==> src/rtl/fcs_pkg.sv <==
// Package: constants shared by the nibble-serial FCS unit.
// Assumes the reflected (LSB-first) form of the Ethernet CRC-32.
package fcs_pkg;
    localparam int          CRC_W    = 32;
    localparam int          NIB_W    = 4;
    localparam int          FCS_NIBS = CRC_W / NIB_W;
    localparam logic [31:0] POLY     = 32'hEDB88320;
    localparam logic [31:0] PRESET   = 32'hFFFFFFFF;
    localparam logic [31:0] RESIDUE  = 32'hDEBB20E3;
endpackage

==> src/rtl/fcs_crc_reg.sv <==
// CRC register: folds one nibble per valid cycle into a reflected CRC.
// Assumes bit 0 of the nibble is the first bit on the wire; sof restarts
// the register from the preset value inside the same update.
module fcs_crc_reg #(
    parameter int               CRC_W  = fcs_pkg::CRC_W,
    parameter int               NIB_W  = fcs_pkg::NIB_W,
    parameter logic [CRC_W-1:0] POLY   = fcs_pkg::POLY,
    parameter logic [CRC_W-1:0] PRESET = fcs_pkg::PRESET
) (
    input  logic             clk,
    input  logic             rst_n,
    input  logic             nib_vld,
    input  logic             nib_sof,
    input  logic [NIB_W-1:0] nib,
    output logic [CRC_W-1:0] crc_q,
    output logic [CRC_W-1:0] crc_nxt
);
    logic [CRC_W-1:0] work;

    // Next value: NIB_W single-bit LFSR steps, LSB first.
    always_comb begin
        work = nib_sof ? PRESET : crc_q;
        for (int b = 0; b < NIB_W; b++) begin
            work = (work[0] ^ nib[b]) ? ((work >> 1) ^ POLY) : (work >> 1);
        end
        crc_nxt = work;
    end

    // State: load the next value on every accepted nibble.
    always_ff @(posedge clk) begin
        if (!rst_n)       crc_q <= PRESET;
        else if (nib_vld) crc_q <= crc_nxt;
    end
endmodule

==> src/rtl/fcs_append.sv <==
// FCS appender: after start, emits the complemented CRC as a run of
// nibbles, least significant nibble first. Assumes crc_in holds steady
// while busy (no new input nibbles arrive).
module fcs_append #(
    parameter int CRC_W = fcs_pkg::CRC_W,
    parameter int NIB_W = fcs_pkg::NIB_W
) (
    input  logic             clk,
    input  logic             rst_n,
    input  logic             start,
    input  logic [CRC_W-1:0] crc_in,
    output logic             busy,
    output logic             last,
    output logic [NIB_W-1:0] nib
);
    localparam int NIBS  = CRC_W / NIB_W;
    localparam int CNT_W = $clog2(NIBS);

    logic [CNT_W-1:0] cnt;

    // Sequencer: run the nibble index from 0 to NIBS-1 once per start.
    always_ff @(posedge clk) begin
        if (!rst_n) begin
            busy <= 1'b0;
            cnt  <= '0;
        end else if (start) begin
            busy <= 1'b1;
            cnt  <= '0;
        end else if (busy) begin
            cnt <= cnt + 1'b1;
            if (cnt == CNT_W'(NIBS - 1)) busy <= 1'b0;
        end
    end

    // Select: current nibble of the inverted CRC and the end flag.
    always_comb begin
        nib  = ~crc_in[cnt*NIB_W +: NIB_W];
        last = busy && (cnt == CNT_W'(NIBS - 1));
    end
endmodule

==> src/rtl/fcs_rx_judge.sv <==
// Receive judge: at the last nibble of a received frame, compares the
// updated CRC with the good-frame residue and registers the verdict.
module fcs_rx_judge #(
    parameter int               CRC_W   = fcs_pkg::CRC_W,
    parameter logic [CRC_W-1:0] RESIDUE = fcs_pkg::RESIDUE
) (
    input  logic             clk,
    input  logic             rst_n,
    input  logic             eval,
    input  logic             chk_en,
    input  logic [CRC_W-1:0] crc_nxt,
    output logic             done,
    output logic             ok,
    output logic             drop
);
    logic match;

    // Compare: register value including the FCS against the residue.
    always_comb match = (crc_nxt == RESIDUE);

    // Verdict: one-cycle pulse of done, with ok and a gated drop.
    always_ff @(posedge clk) begin
        if (!rst_n) begin
            done <= 1'b0;
            ok   <= 1'b0;
            drop <= 1'b0;
        end else begin
            done <= eval;
            ok   <= eval && match;
            drop <= eval && !match && chk_en;
        end
    end
endmodule

==> src/rtl/fcs_nibble_unit.sv <==
// Top: nibble-serial Ethernet FCS unit. Forwards frame nibbles with one
// cycle delay; in transmit mode appends the FCS, in receive mode checks it.
// Assumes tx_mode, ins_en and chk_en are stable within a frame and that
// in_valid stays low while an FCS append is running.
module fcs_nibble_unit #(
    parameter int NIB_W = fcs_pkg::NIB_W,
    parameter int CRC_W = fcs_pkg::CRC_W
) (
    input  logic             clk,
    input  logic             rst_n,
    input  logic             in_valid,
    input  logic             in_sof,
    input  logic             in_eof,
    input  logic [NIB_W-1:0] in_nib,
    input  logic             tx_mode,
    input  logic             ins_en,
    input  logic             chk_en,
    output logic             out_valid,
    output logic             out_sof,
    output logic             out_eof,
    output logic [NIB_W-1:0] out_nib,
    output logic             chk_done,
    output logic             chk_ok,
    output logic             frame_drop
);
    logic [CRC_W-1:0] crc_q;
    logic [CRC_W-1:0] crc_nxt;
    logic             app_start;
    logic             app_busy;
    logic             app_last;
    logic [NIB_W-1:0] app_nib;
    logic             rx_eval;
    logic             append_on;

    // Frame-end decode for the two modes.
    always_comb begin
        append_on = tx_mode && ins_en;
        app_start = in_valid && in_eof && append_on;
        rx_eval   = in_valid && in_eof && !tx_mode;
    end

    fcs_crc_reg #(.CRC_W(CRC_W), .NIB_W(NIB_W)) u_crc (
        .clk     (clk),
        .rst_n   (rst_n),
        .nib_vld (in_valid),
        .nib_sof (in_sof),
        .nib     (in_nib),
        .crc_q   (crc_q),
        .crc_nxt (crc_nxt)
    );

    fcs_append #(.CRC_W(CRC_W), .NIB_W(NIB_W)) u_app (
        .clk    (clk),
        .rst_n  (rst_n),
        .start  (app_start),
        .crc_in (crc_q),
        .busy   (app_busy),
        .last   (app_last),
        .nib    (app_nib)
    );

    fcs_rx_judge #(.CRC_W(CRC_W)) u_judge (
        .clk     (clk),
        .rst_n   (rst_n),
        .eval    (rx_eval),
        .chk_en  (chk_en),
        .crc_nxt (crc_nxt),
        .done    (chk_done),
        .ok      (chk_ok),
        .drop    (frame_drop)
    );

    // Output stage: appended FCS nibbles take priority over forwarded data.
    always_ff @(posedge clk) begin
        if (!rst_n) begin
            out_valid <= 1'b0;
            out_sof   <= 1'b0;
            out_eof   <= 1'b0;
            out_nib   <= '0;
        end else if (app_busy) begin
            out_valid <= 1'b1;
            out_sof   <= 1'b0;
            out_eof   <= app_last;
            out_nib   <= app_nib;
        end else begin
            out_valid <= in_valid;
            out_sof   <= in_valid && in_sof;
            out_eof   <= in_valid && in_eof && !append_on;
            out_nib   <= in_valid ? in_nib : out_nib;
        end
    end
endmodule

==> config.mk <==
export PLATFORM = sky130hd
export DESIGN_NAME = fcs_nibble_unit
export DESIGN_NICKNAME = d
export VERILOG_FILES = /design/src/rtl/fcs_pkg.sv /design/src/rtl/fcs_crc_reg.sv /design/src/rtl/fcs_append.sv /design/src/rtl/fcs_rx_judge.sv /design/src/rtl/fcs_nibble_unit.sv
export SDC_FILE = /design/constraint.sdc
export NUM_CORES = 1
export LEC_CHECK = 0
export ABC_CLOCK_PERIOD_IN_PS = 2400
export BUFFER_PORTS_ARGS = -buffer_cell sky130_fd_sc_hd__buf_2
export CELL_PAD_IN_SITES_DETAIL_PLACEMENT = 0
export CELL_PAD_IN_SITES_GLOBAL_PLACEMENT = 1
export CORE_MARGIN = 2
export CORE_UTILIZATION = 47
export DETAILED_ROUTE_END_ITERATION = 6
export PLACE_DENSITY = 0.86
export SETUP_SLACK_MARGIN = 0.4
export SLEW_MARGIN = 20
export SYNTH_ARGS = -nofsm -noshare
export SYNTH_HDL_FRONTEND = slang
export SYNTH_SLANG_ARGS = --single-unit
export TNS_END_PERCENT = 1
==> constraint.sdc <==
create_clock -name clk -period 2.4 [get_ports clk]
set_input_delay 0 -clock clk [delete_from_list [all_inputs] [get_ports clk]]
set_output_delay 0 -clock clk [all_outputs]
set_load 0.03 [all_outputs]
# == Yosys cells after proc, flatten, opt, wreduce, memory -nomap -nowiden ==
# Cells that the tools add are included.
# word_totals
register_bits,46
output_inout_bits,10
# op_classes
addsub,1
eq_ne,2
shifts,1
n_mux,12
bitwise_logic,10
n_reduce_logical,16
# ops
cell,n
32-bit 2-to-1 mux,5
13-bit NOT with 14-bit output,4
32-bit equality test (second input constant),1
32-bit by 6-bit variable part select with 4-bit output,1
1-bit logical AND,10
4-bit 2-to-1 mux,2
1-bit 2-to-1 mux,5
4-bit NOT,1
2-bit OR reduction,2
1-bit bitwise XOR,4
3-bit by 1-bit adder with 3-bit output (second input constant),1
3-bit equality test (second input constant),1
1-bit logical NOT,3
2-bit nonzero test,1
1-bit NOT,1

# == Longest topological paths before layout ==
# Gate-level depths: netlist of the first run.
# depth
ltp_word,13
depth_mapped,9
mapped_depth_nobuf,6

# == Modules after synthesis ==
# Synthesis of the first run repeated with hierarchy kept, for this count alone.
# hier_totals
hier_cells,309
area_unflattened_um2,3066.7
# by_module_without_submodules
mod,instances,cells_each,area_per_inst_um2,seq_area_each_um2
fcs_crc_reg,1,232,2155.8,640.6
fcs_append,1,31,410.4,80.1
fcs_nibble_unit,1,29,334.1,140.1
fcs_rx_judge,1,17,166.4,60.1

# == Worst setup path after synthesis of the first run ==
# Ideal clock, no wire load.
# synth_path
path_type,register to register
start,register u_crc.crc_q[0]
end,register u_judge.drop
setup_time_ns,0.120
arrival_ns,2.018
required_ns,2.280
path_slack_ns,0.262
path_stages_with_launch,8
path_buffers,1
path_cell_list,dfxtp_1 buf_6 xor3_1 or3_4 a2111oi_4 o2111a_1 o211ai_2 o31a_1
# synth_between
elab_chain_cells,12
word_cells_on_any_way,13
classes_between,eq/ne: 1; mux: 5; bitwise: 4; reduce/logical: 3
# synth_lines
element,line_no,text
"start, declared",fcs_crc_reg.sv:15,"output logic [CRC_W-1:0] crc_q,"
"start signal, assigned",fcs_crc_reg.sv:32,else if (nib_vld) crc_q <= crc_nxt;
32-bit 2-to-1 mux (*),fcs_crc_reg.sv:22,work = nib_sof ? PRESET : crc_q;
1-bit bitwise XOR (*),fcs_crc_reg.sv:24,work = (work[0] ^ nib[b]) ? ((work >> 1) ^ POLY) : (work >> 1);
32-bit 2-to-1 mux (*),fcs_crc_reg.sv:24,
13-bit NOT with 14-bit output (no line) / 32-bit 2-to-1 mux (equally long branches),n/a,
32-bit 2-to-1 mux (*),fcs_crc_reg.sv:24,
13-bit NOT with 14-bit output (no line) / 32-bit 2-to-1 mux (equally long branches),n/a,
32-bit 2-to-1 mux (*) (2 in a row),fcs_crc_reg.sv:24,
32-bit equality test (*),fcs_rx_judge.sv:19,always_comb match = (crc_nxt == RESIDUE);
1-bit logical NOT (*),fcs_rx_judge.sv:30,drop <= eval && !match && chk_en;
1-bit logical AND (*) (2 in a row),fcs_rx_judge.sv:30,
"end signal, assigned",fcs_rx_judge.sv:30,
"end, declared",fcs_rx_judge.sv:14,output logic drop
# Mark *: on every way between the ends. The rest lies on a longest branch, timed or not.
# A chain may end at the register's enable or synchronous reset.

# == Final worst setup path of the first run ==
# layout_path
start,register u_crc.crc_q[24]
end,register u_judge.drop
# layout_between
elab_chain_cells,12
# layout_lines
element,line_no
32-bit 2-to-1 mux (*),fcs_crc_reg.sv:22
13-bit NOT with 14-bit output (no line),n/a
32-bit 2-to-1 mux (*) (2 in a row),fcs_crc_reg.sv:24
13-bit NOT with 14-bit output (no line),n/a
32-bit 2-to-1 mux (*),fcs_crc_reg.sv:24
13-bit NOT with 14-bit output (no line),n/a
32-bit 2-to-1 mux (*),fcs_crc_reg.sv:24
32-bit equality test (*),fcs_rx_judge.sv:19
1-bit logical NOT (*),fcs_rx_judge.sv:30
1-bit logical AND (*) (2 in a row),fcs_rx_judge.sv:30
# Marks and branches as above.

==> run_results.csv, run 1 <==
group,metric,value,unit
sta,final-hold-violation-count,0,
placed_design,dpl_hpwl,5820,um
worst_setup_path,timing.critical_path.arrival,2.33,ns
detailed_routing,route.detailed.wl_per_inst,18.0,um
cts,h-tree-depth,2,
worst_setup_path,reg2reg_slack,0.27,ns
worst_hold_path,class_of_the_most_critical_hold_timing_path,"primary input to flop",
power_and_ir_drop,clock_power_share,24.2,%
final_layout,finish.net_count,388,
cts,cts.root.buffer_cell,"clkbuf_8",
outcome,run_status,"complete, no violations",
die,die_y,86.8,um
detailed_routing,detail_route.wirelength,8200,um
die,starting_density_of_the_core,48.0,%
cts,path_clk_slew,0.09,ns
worst_setup_path,criticalPathCategory,"flop to flop",
power_and_ir_drop,sequential_group_share_of_total_power,44.3,%
worst_setup_path,end_kind,"flop",
placed_design,gpl.final_weighted_congestion,0.902,
power_and_ir_drop,power_leakage,1.50,nW
synthesis,synthArstFlopShare,0,%
die,area_of_the_die,0.00753,mm2
global_route,initial_antenna_violation_count,0,
worst_setup_path,cpPeakStageDelay,0.40,ns
cts,numCtsBuffers,5,
power_and_ir_drop,switching_share,34.1,%
sta,slew_violations,0,
detailed_routing,drt_iter0_markers,280,
global_route,grt_start_max_net_pins,42,
global_route,vias_in_the_first_global_route,2427,
detailed_routing,drt_drc_violations_left,0,
worst_hold_path,min_path_cells,3,
final_layout,largest_reg_flops,32,
worst_setup_path,critical_path_peak_fanout,2,
global_route,global_route_wire_length_before_repair,13200,um
cts,worstSkewPairLatency,0.31,ns
sta,timing.slew.headroom,58.2,%
synthesis,syn-instance-count,354,
die,pin_count,22,
sta,fin_worst_skew,0.00698,ns
power_and_ir_drop,power.density_cell_area,565,mW/mm2
final_layout,final_layout_size_suffix_gt1_share,20.5,%
job,drv.max_cap_violation_count,0,
worst_setup_path,r2r_depth,6,
cts,cts_sinks,46,
worst_setup_path,timing.rr.end,"u_judge.drop",
final_layout,top_register,"u_crc.crc_q",
detailed_routing,routed-via-count,2689,
synthesis,synth_cell_type_count,53,
worst_hold_path,min-delay-start,"in_eof",
sta,worst_slack,0.269,ns
sta,rsz0062_at_grt,"yes",
worst_setup_path,r2r-start,"u_crc.crc_q[24]",
global_route,grt-ovfl-total,0,
worst_setup_path,critPathLaunchType,"flop",
cts,cts_tree,"yes",
final_layout,antennaDiodeCount,0,
placed_design,placement.setup.worst_slack,0.0845,ns
detailed_routing,drt.antenna.violating_nets,0,
worst_hold_path,hold_path_end,"u_app.busy",
power_and_ir_drop,power.switching,0.000698,W
detailed_routing,drt-pass1-iter-count,6,
die,rows,30,
synthesis,synth_edf_count,0,
placed_design,portBuffers,21,
synthesis,syn_area,0.00322,mm2
final_layout,largestRegisters,"u_crc.crc_q x32, out_nib x4, u_app.cnt x3",
synthesis,ys.warnings.count,0,
power_and_ir_drop,p_total,0.00205,W
final_layout,layout-area-overhead-vs-synth,12.3,%
synthesis,dominantRegCellSynth,"dfxtp_1",
synthesis,ys_ff_latch,46,
power_and_ir_drop,internal-power,0.00135,W
synthesis,avgSynthCellArea,9.10,um2
sta,finalSetupViolations,0,
sta,period_needed,2.13,ns
worst_setup_path,critical_path_required,2.60,ns
die,floorplan.die.width,86.8,um
power_and_ir_drop,share_comb_of_total_power,31.5,%
synthesis,syn-num-nets,368,
worst_setup_path,worstPathCellList,"xor3_1 -> or3_4 -> a2111oi_4 -> o2111a_1 -> o211ai_2 -> o31a_1",
sta,post_route_setup_tns,0,ns
sta,final_min_period_over_clock_period,88.8,%
sta,whs,0.0267,ns
sta,worst_slew_pin_slew,0.622,ns
sta,timing.fmax,0.469,GHz
synthesis,synth-seq-area-share,28.6,%
detailed_routing,viasPerCell,5.91,
die,core-area,0.00672,mm2
final_layout,final_util,53.9,%
global_route,gr-usage-all-layers,23.0,%
power_and_ir_drop,max_vdd_drop,0.229,mV
worst_setup_path,critical_path.slowest_cell,"xor3_1",
cts,cts-root-to-sink-buffers,2,
-- cells in the final DEF (no fill, tap or decap), drive strengths merged, types with 2 or more instances in the layout --
cell	synthesis	routed
dfxtp	46	46
nand2	41	41
buf	13	40
nor2	37	37
xnor2	32	32
mux2i	28	28
o21ai	25	25
or3	9	9
a21oi	8	8
mux4	8	8
xnor3	8	8
xor2	8	8
nand3	6	6
nor2b	6	6
nand4	5	5
and3	5	5
clkbuf	16	5
nand2b	4	4
or4	4	4
xor3	4	4
o21a	4	4
o211ai	4	4
nor3	3	3
inv	2	2
nor3b	2	2
o2111ai	2	2
o2111a	2	2
nand4b	2	2
and2	2	2
ha	2	2
dlygate4sd3	0	2
a2111oi	2	2
nor4b	2	2
clkinv	0	2
-- power groups by stage --
stage	sequential [W]	clock, W	combinational, W
final	0.000906	0.000495	0.000645
after detailed placement	0.000922	0	0.000602
after global routing	0.000914	0.000535	0.000702
after global placement	0.000920	0	0.000595
after floorplan	0.000900	0	0.000475
after CTS	0.000903	0.000506	0.000622
-- final cells by class --
class	instances	area [um2]
clock buffer	5	68.8
clock inverter	3	21.3
fill	597	3100
inverter	2	7.51
multi-input combinational	277	2220
sequential	46	932
tap	80	100
timing repair buffer	42	272
-- cell usage after synthesis, types with 3 or more instances --
cell type / count / area [um2]
a21oi_1: 8 / 40.0
and3_1: 5 / 31.3
buf_1: 3 / 11.3
buf_2: 6 / 30.0
buf_4: 3 / 22.5
clkbuf_1: 16 / 60.1
dfxtp_1: 46 / 921
mux2i_1: 28 / 280
mux4_2: 8 / 180
nand2_1: 41 / 154
nand2b_1: 4 / 25.0
nand3_1: 6 / 30.0
nand4_1: 5 / 31.3
nor2_1: 37 / 139
nor2b_1: 6 / 37.5
o211ai_1: 3 / 22.5
o21a_1: 4 / 30.0
o21ai_0: 25 / 125
or3_1: 8 / 50.1
or4_1: 4 / 30.0
xnor2_1: 30 / 263
xnor3_1: 8 / 180
xor2_1: 8 / 70.1
xor3_1: 4 / 95.1
-- layer usage --
metal	up-vias	global-route usage (%)	share of wire [%]
met5	-	0	0
met2	107	35.0	46
met3	19	3.90	5.9
met1	1275	32.9	46
met4	0	8.10	2.3
li1	1288	-	-
-- metrics by stage --
stage	instances	instance area, um2
3_5_place_dp	440	3400
2_1_floorplan	354	3230
6_report	455	3620
5_1_grt	455	3620
4_1_cts	453	3560
3_3_place_gp	440	3400
-- worst max path at each step --
stage	from	endpoint	slack [ns]	depth (start not counted)
after global placement	u_crc.crc_q[0]	u_judge.drop	0.15	7
after global routing	u_crc.crc_q[24]	u_judge.drop	0.22	6
after floorplan	u_crc.crc_q[3]	u_judge.drop	0.30	7
final	u_crc.crc_q[24]	u_judge.drop	0.27	6
after detailed placement	u_crc.crc_q[0]	u_judge.drop	0.08	7
after CTS	u_crc.crc_q[3]	u_judge.drop	0.26	6
-- repair_timing --
action                                  in CTS  in global routing
hold endpoints to repair                     1                  0
endpoints found under the setup margin       2                  4
resized for setup                           10                 10
hold buffers                                 2                  0
buffers inserted                             3                  2
pin swaps                                    3                  2
-- critical path: cells and delay by family (launching register included) --
| family | cells | cell delay [ns] |
|---|---|---|
| flops | 1 | 0.34 |
| simple gates | 1 | 0.36 |
| xor+xnor | 1 | 0.40 |
| compound gates | 4 | 0.93 |
-- cell families (layout without fill, tap and decap cells) --
| kind of cell | Yosys count | after routing | share of synthesized area, % |
|---|---|---|---|
| buffers and inverters | 31 | 52 | 4.43 |
| multiplexers | 36 | 36 | 14.3 |
| flip-flops | 46 | 46 | 28.6 |
| XOR/XNOR | 52 | 52 | 19.9 |
| AO/OA/AOI/OAI | 57 | 57 | 12.0 |
| adder cells (fa/ha/maj) | 2 | 2 | 0.777 |
| AND/OR/NAND/NOR | 130 | 130 | 20.0 |
(Power assumes the default switching activity.)
==> run 2, diff against run 1 <==
- CORE_UTILIZATION: 47 -> 48
- SYNTH_HIERARCHICAL: unset -> 1
==> run 2 against run 1 <==
First-iteration DRC count decreased by 33%. Sequential power shrank 2.6%. Critical path depth did not move. Highest routed layer unchanged. Register-to-register slack lost 0.04 ns. Routed wire length fell by 11%. Synthesized cell count is 13% lower.
==> run_results.csv, run 2 <==
group,metric,value,unit
power_and_ir_drop,power.density_cell_area,603,mW/mm2
synthesis,muxShareOfSynthArea,11.4,%
cts,cts_tree,"yes",
placed_design,placement.setup.worst_slack,0.101,ns
worst_setup_path,end_kind,"flop",
global_route,grt_start_max_net_pins,32,
sta,fin_worst_skew,0.0147,ns
synthesis,synth.top_cell.area_share,30.0,%
final_layout,layout-area-overhead-vs-synth,11.4,%
cts,numCtsBuffers,5,
detailed_routing,routed-via-count,2226,
final_layout,largest_reg_flops,32,
worst_hold_path,min-delay-start,"tx_mode",
cts,cts.root.buffer_cell,"clkbuf_8",
synthesis,synth_top_family_by_area,"XOR/XNOR gates",
die,starting_density_of_the_core,48.9,%
sta,timing.slew.headroom,59.5,%
cts,cts-root-to-sink-buffers,2,
global_route,grt-ovfl-total,0,
detailed_routing,drt-met1-wl,3470,um
placed_design,gpl.final_weighted_congestion,0.870,
worst_hold_path,hold_path_end,"out_eof",
synthesis,synth_cell_type_count,46,
detailed_routing,drt_drc_violations_left,0,
synthesis,synth-simple-area-share,17.2,%
detailed_routing,detail_route.wirelength,7280,um
synthesis,synth_area_in_compound_gates,8.94,%
final_layout,mostFrequentLayoutCell,"nor2_1",
placed_design,dpl_hpwl,5180,um
final_layout,finish.net_count,345,
detailed_routing,viasPerCell,5.44,
power_and_ir_drop,max_vdd_drop,0.394,mV
worst_setup_path,timing.rr.end,"u_judge/drop",
job,drv.max_cap_violation_count,0,
worst_setup_path,critPathLaunchType,"flop",
die,pin_count,22,
outcome,run_status,"complete, no violations",
global_route,initial_antenna_violation_count,0,
final_layout,final.fill_count,574,
worst_setup_path,r2r-start,"u_crc/crc_q[2]",
synthesis,synth_area_leaders,"dfxtp_1 (30%), nor2_1 (8.7%), xnor2_1 (8.3%)",
synthesis,ys_ff_latch,46,
die,core-area,0.00628,mm2
synthesis,yosys.cell_count.top_type,"nor2_1",
global_route,gr-usage-all-layers,21.7,%
cts,path_clk_slew,0.10,ns
sta,final_min_period_over_clock_period,90.5,%
final_layout,final_layout_size_suffix_gt1_share,25.0,%
die,area_of_the_die,0.00704,mm2
sta,worst_slack,0.228,ns
sta,worst_slew_pin_slew,0.606,ns
final_layout,antennaDiodeCount,0,
worst_hold_path,class_of_the_most_critical_hold_timing_path,"primary input to flop",
worst_setup_path,critical_path_required,2.60,ns
synthesis,ys.warnings.count,6,
cts,h-tree-depth,2,
power_and_ir_drop,power_leakage,1.46,nW
final_layout,most_frequent_cells_in_the_layout,"nor2_1 (71), dfxtp_1 (42), xnor2_1 (28)",
synthesis,dominantRegCellSynth,"dfxtp_1",
synthesis,syn-instance-count,309,
worst_hold_path,min_path_cells,3,
final_layout,final_util,54.4,%
placed_design,portBuffers,21,
worst_setup_path,timing.critical_path.arrival,2.37,ns
synthesis,netlist.top_cell.by_area,"dfxtp_1",
final_layout,largestRegisters,"u_crc/crc_q x32, out_nib x4, u_app/cnt x3",
worst_setup_path,reg2reg_slack,0.23,ns
final_layout,top_register,"u_crc/crc_q",
detailed_routing,routed-wl-met2,3420,um
synthesis,syn_area,0.00307,mm2
die,floorplan.die.width,83.9,um
detailed_routing,met3WireLength,334,um
sta,finalSetupViolations,0,
synthesis,yosys-top-cells-count,"nor2_1 (71), dfxtp_1 (46), xnor2_1 (29)",
synthesis,avgSynthCellArea,9.92,um2
detailed_routing,route.top_layer_used,"met4",
detailed_routing,route.detailed.wl_per_inst,17.8,um
synthesis,synth_xor_xnor_area_share,25.9,%
die,die_y,83.9,um
worst_setup_path,r2r_depth,6,
sta,timing.fmax,0.461,GHz
worst_setup_path,criticalPathCategory,"flop to flop",
cts,worstSkewPairLatency,0.31,ns
detailed_routing,drt-pass1-iter-count,4,
die,rows,29,
detailed_routing,drt.antenna.violating_nets,0,
sta,period_needed,2.17,ns
cts,cts_sinks,46,
global_route,vias_in_the_first_global_route,2310,
sta,slew_violations,0,
sta,final-hold-violation-count,0,
synthesis,synth-seq-area-share,30.0,%
worst_setup_path,critical_path_peak_fanout,5,
synthesis,synthArstFlopShare,0,%
sta,rsz0062_at_grt,"yes",
synthesis,synth_edf_count,0,
synthesis,syn-num-nets,323,
sta,post_route_setup_tns,0,ns
detailed_routing,drt_iter0_markers,189,
synthesis,yosys.area_share.adder,0.816,%
global_route,global_route_wire_length_before_repair,12000,um
[run 2: changes by cell type after synthesis, sizes merged, moves of 5 or more]
cell    before  now
nor2        37   75
nand2       41    9
mux2i       28   11
or3          9    0
a21oi        8    0
clkbuf      16    8
xnor3        8   15
nand3        6    0
and3         5    0
inv          2    7
nor2b        6    1
o211a        0    5
[run 2: area by class of cell]
cell class / instances / area, um2 / share of cell area (%)
clock buffers: 6 / 72.6 / 2.12
clock inverters: 2 / 37.5 / 1.10
inverters: 8 / 30.0 / 0.879
multi-input cells: 232 / 2000 / 58.5
flip-flops and latches: 46 / 931 / 27.2
well taps: 77 / 96.3 / 2.82
repair buffers: 38 / 250 / 7.32
[run 2: critical path, stage by stage, from the launching register on]
cell	delay (ns)
dfxtp_4	0.39
xnor2_4	0.16
nor2_4	0.20
xor3_2	0.37
nand4b_1	0.20
or4_4	0.51
o211a_1	0.23
[run 2: report_power, final]
| group | internal (W) | total (W) | leakage, nW | switching, W |
|---|---|---|---|---|
| Clock | 0.000311 | 0.000592 | 0.0514 | 0.000281 |
| Sequential | 0.000824 | 0.000882 | 0.378 | 0.0000573 |
| Combinational | 0.000306 | 0.000587 | 1.03 | 0.000281 |
| Total | 0.00144 | 0.00206 | 1.46 | 0.000619 |
[run 2: metrics by stage]
step | total power, W | hold slack (ns) | cell area (um2) | cells
2_1_floorplan | 0.00133 | 0.117 | 3070 | 309
3_3_place_gp | 0.00145 | 0.240 | 3220 | 396
3_5_place_dp | 0.00146 | 0.244 | 3220 | 396
4_1_cts | 0.00206 | 0.00861 | 3410 | 408
5_1_grt | 0.00216 | 0.0441 | 3420 | 409
6_report | 0.00206 | 0.0119 | 3420 | 409
[run 2: cells by family after synthesis]
logic type | count (synthesis)
simple gates | 108
xor+xnor | 59
flops | 46
compound gates | 40
buf+inv | 31
mux | 23
fa+ha+maj | 2
[run 2: worst max-delay path by stage]
stage | start | to | cells after the start
floorplan | u_crc/crc_q[1] | u_judge/drop | 7
global placement | u_crc/crc_q[3] | u_judge/drop | 6
detailed placement | u_crc/crc_q[3] | u_judge/drop | 6
CTS | u_crc/crc_q[2] | u_judge/drop | 7
global route | u_crc/crc_q[2] | u_judge/drop | 6
finish | u_crc/crc_q[2] | u_judge/drop | 6
[run 2: timing repair]
action / CTS / global route
setup endpoints to repair: 2 / 2
resized for setup: 8 / 1
pin swaps: 5 / 2
buffers inserted: 2 / 1
hold endpoints to repair: 2 / 0
hold buffers: 2 / 0
[run 2: per-layer routing]
layer / vias up / global-route usage, %
li1: 1076 / -
met1: 1085 / 30.9
met2: 58 / 34.5
met3: 7 / 3.86
met4: 0 / 5.13
met5: - / 0
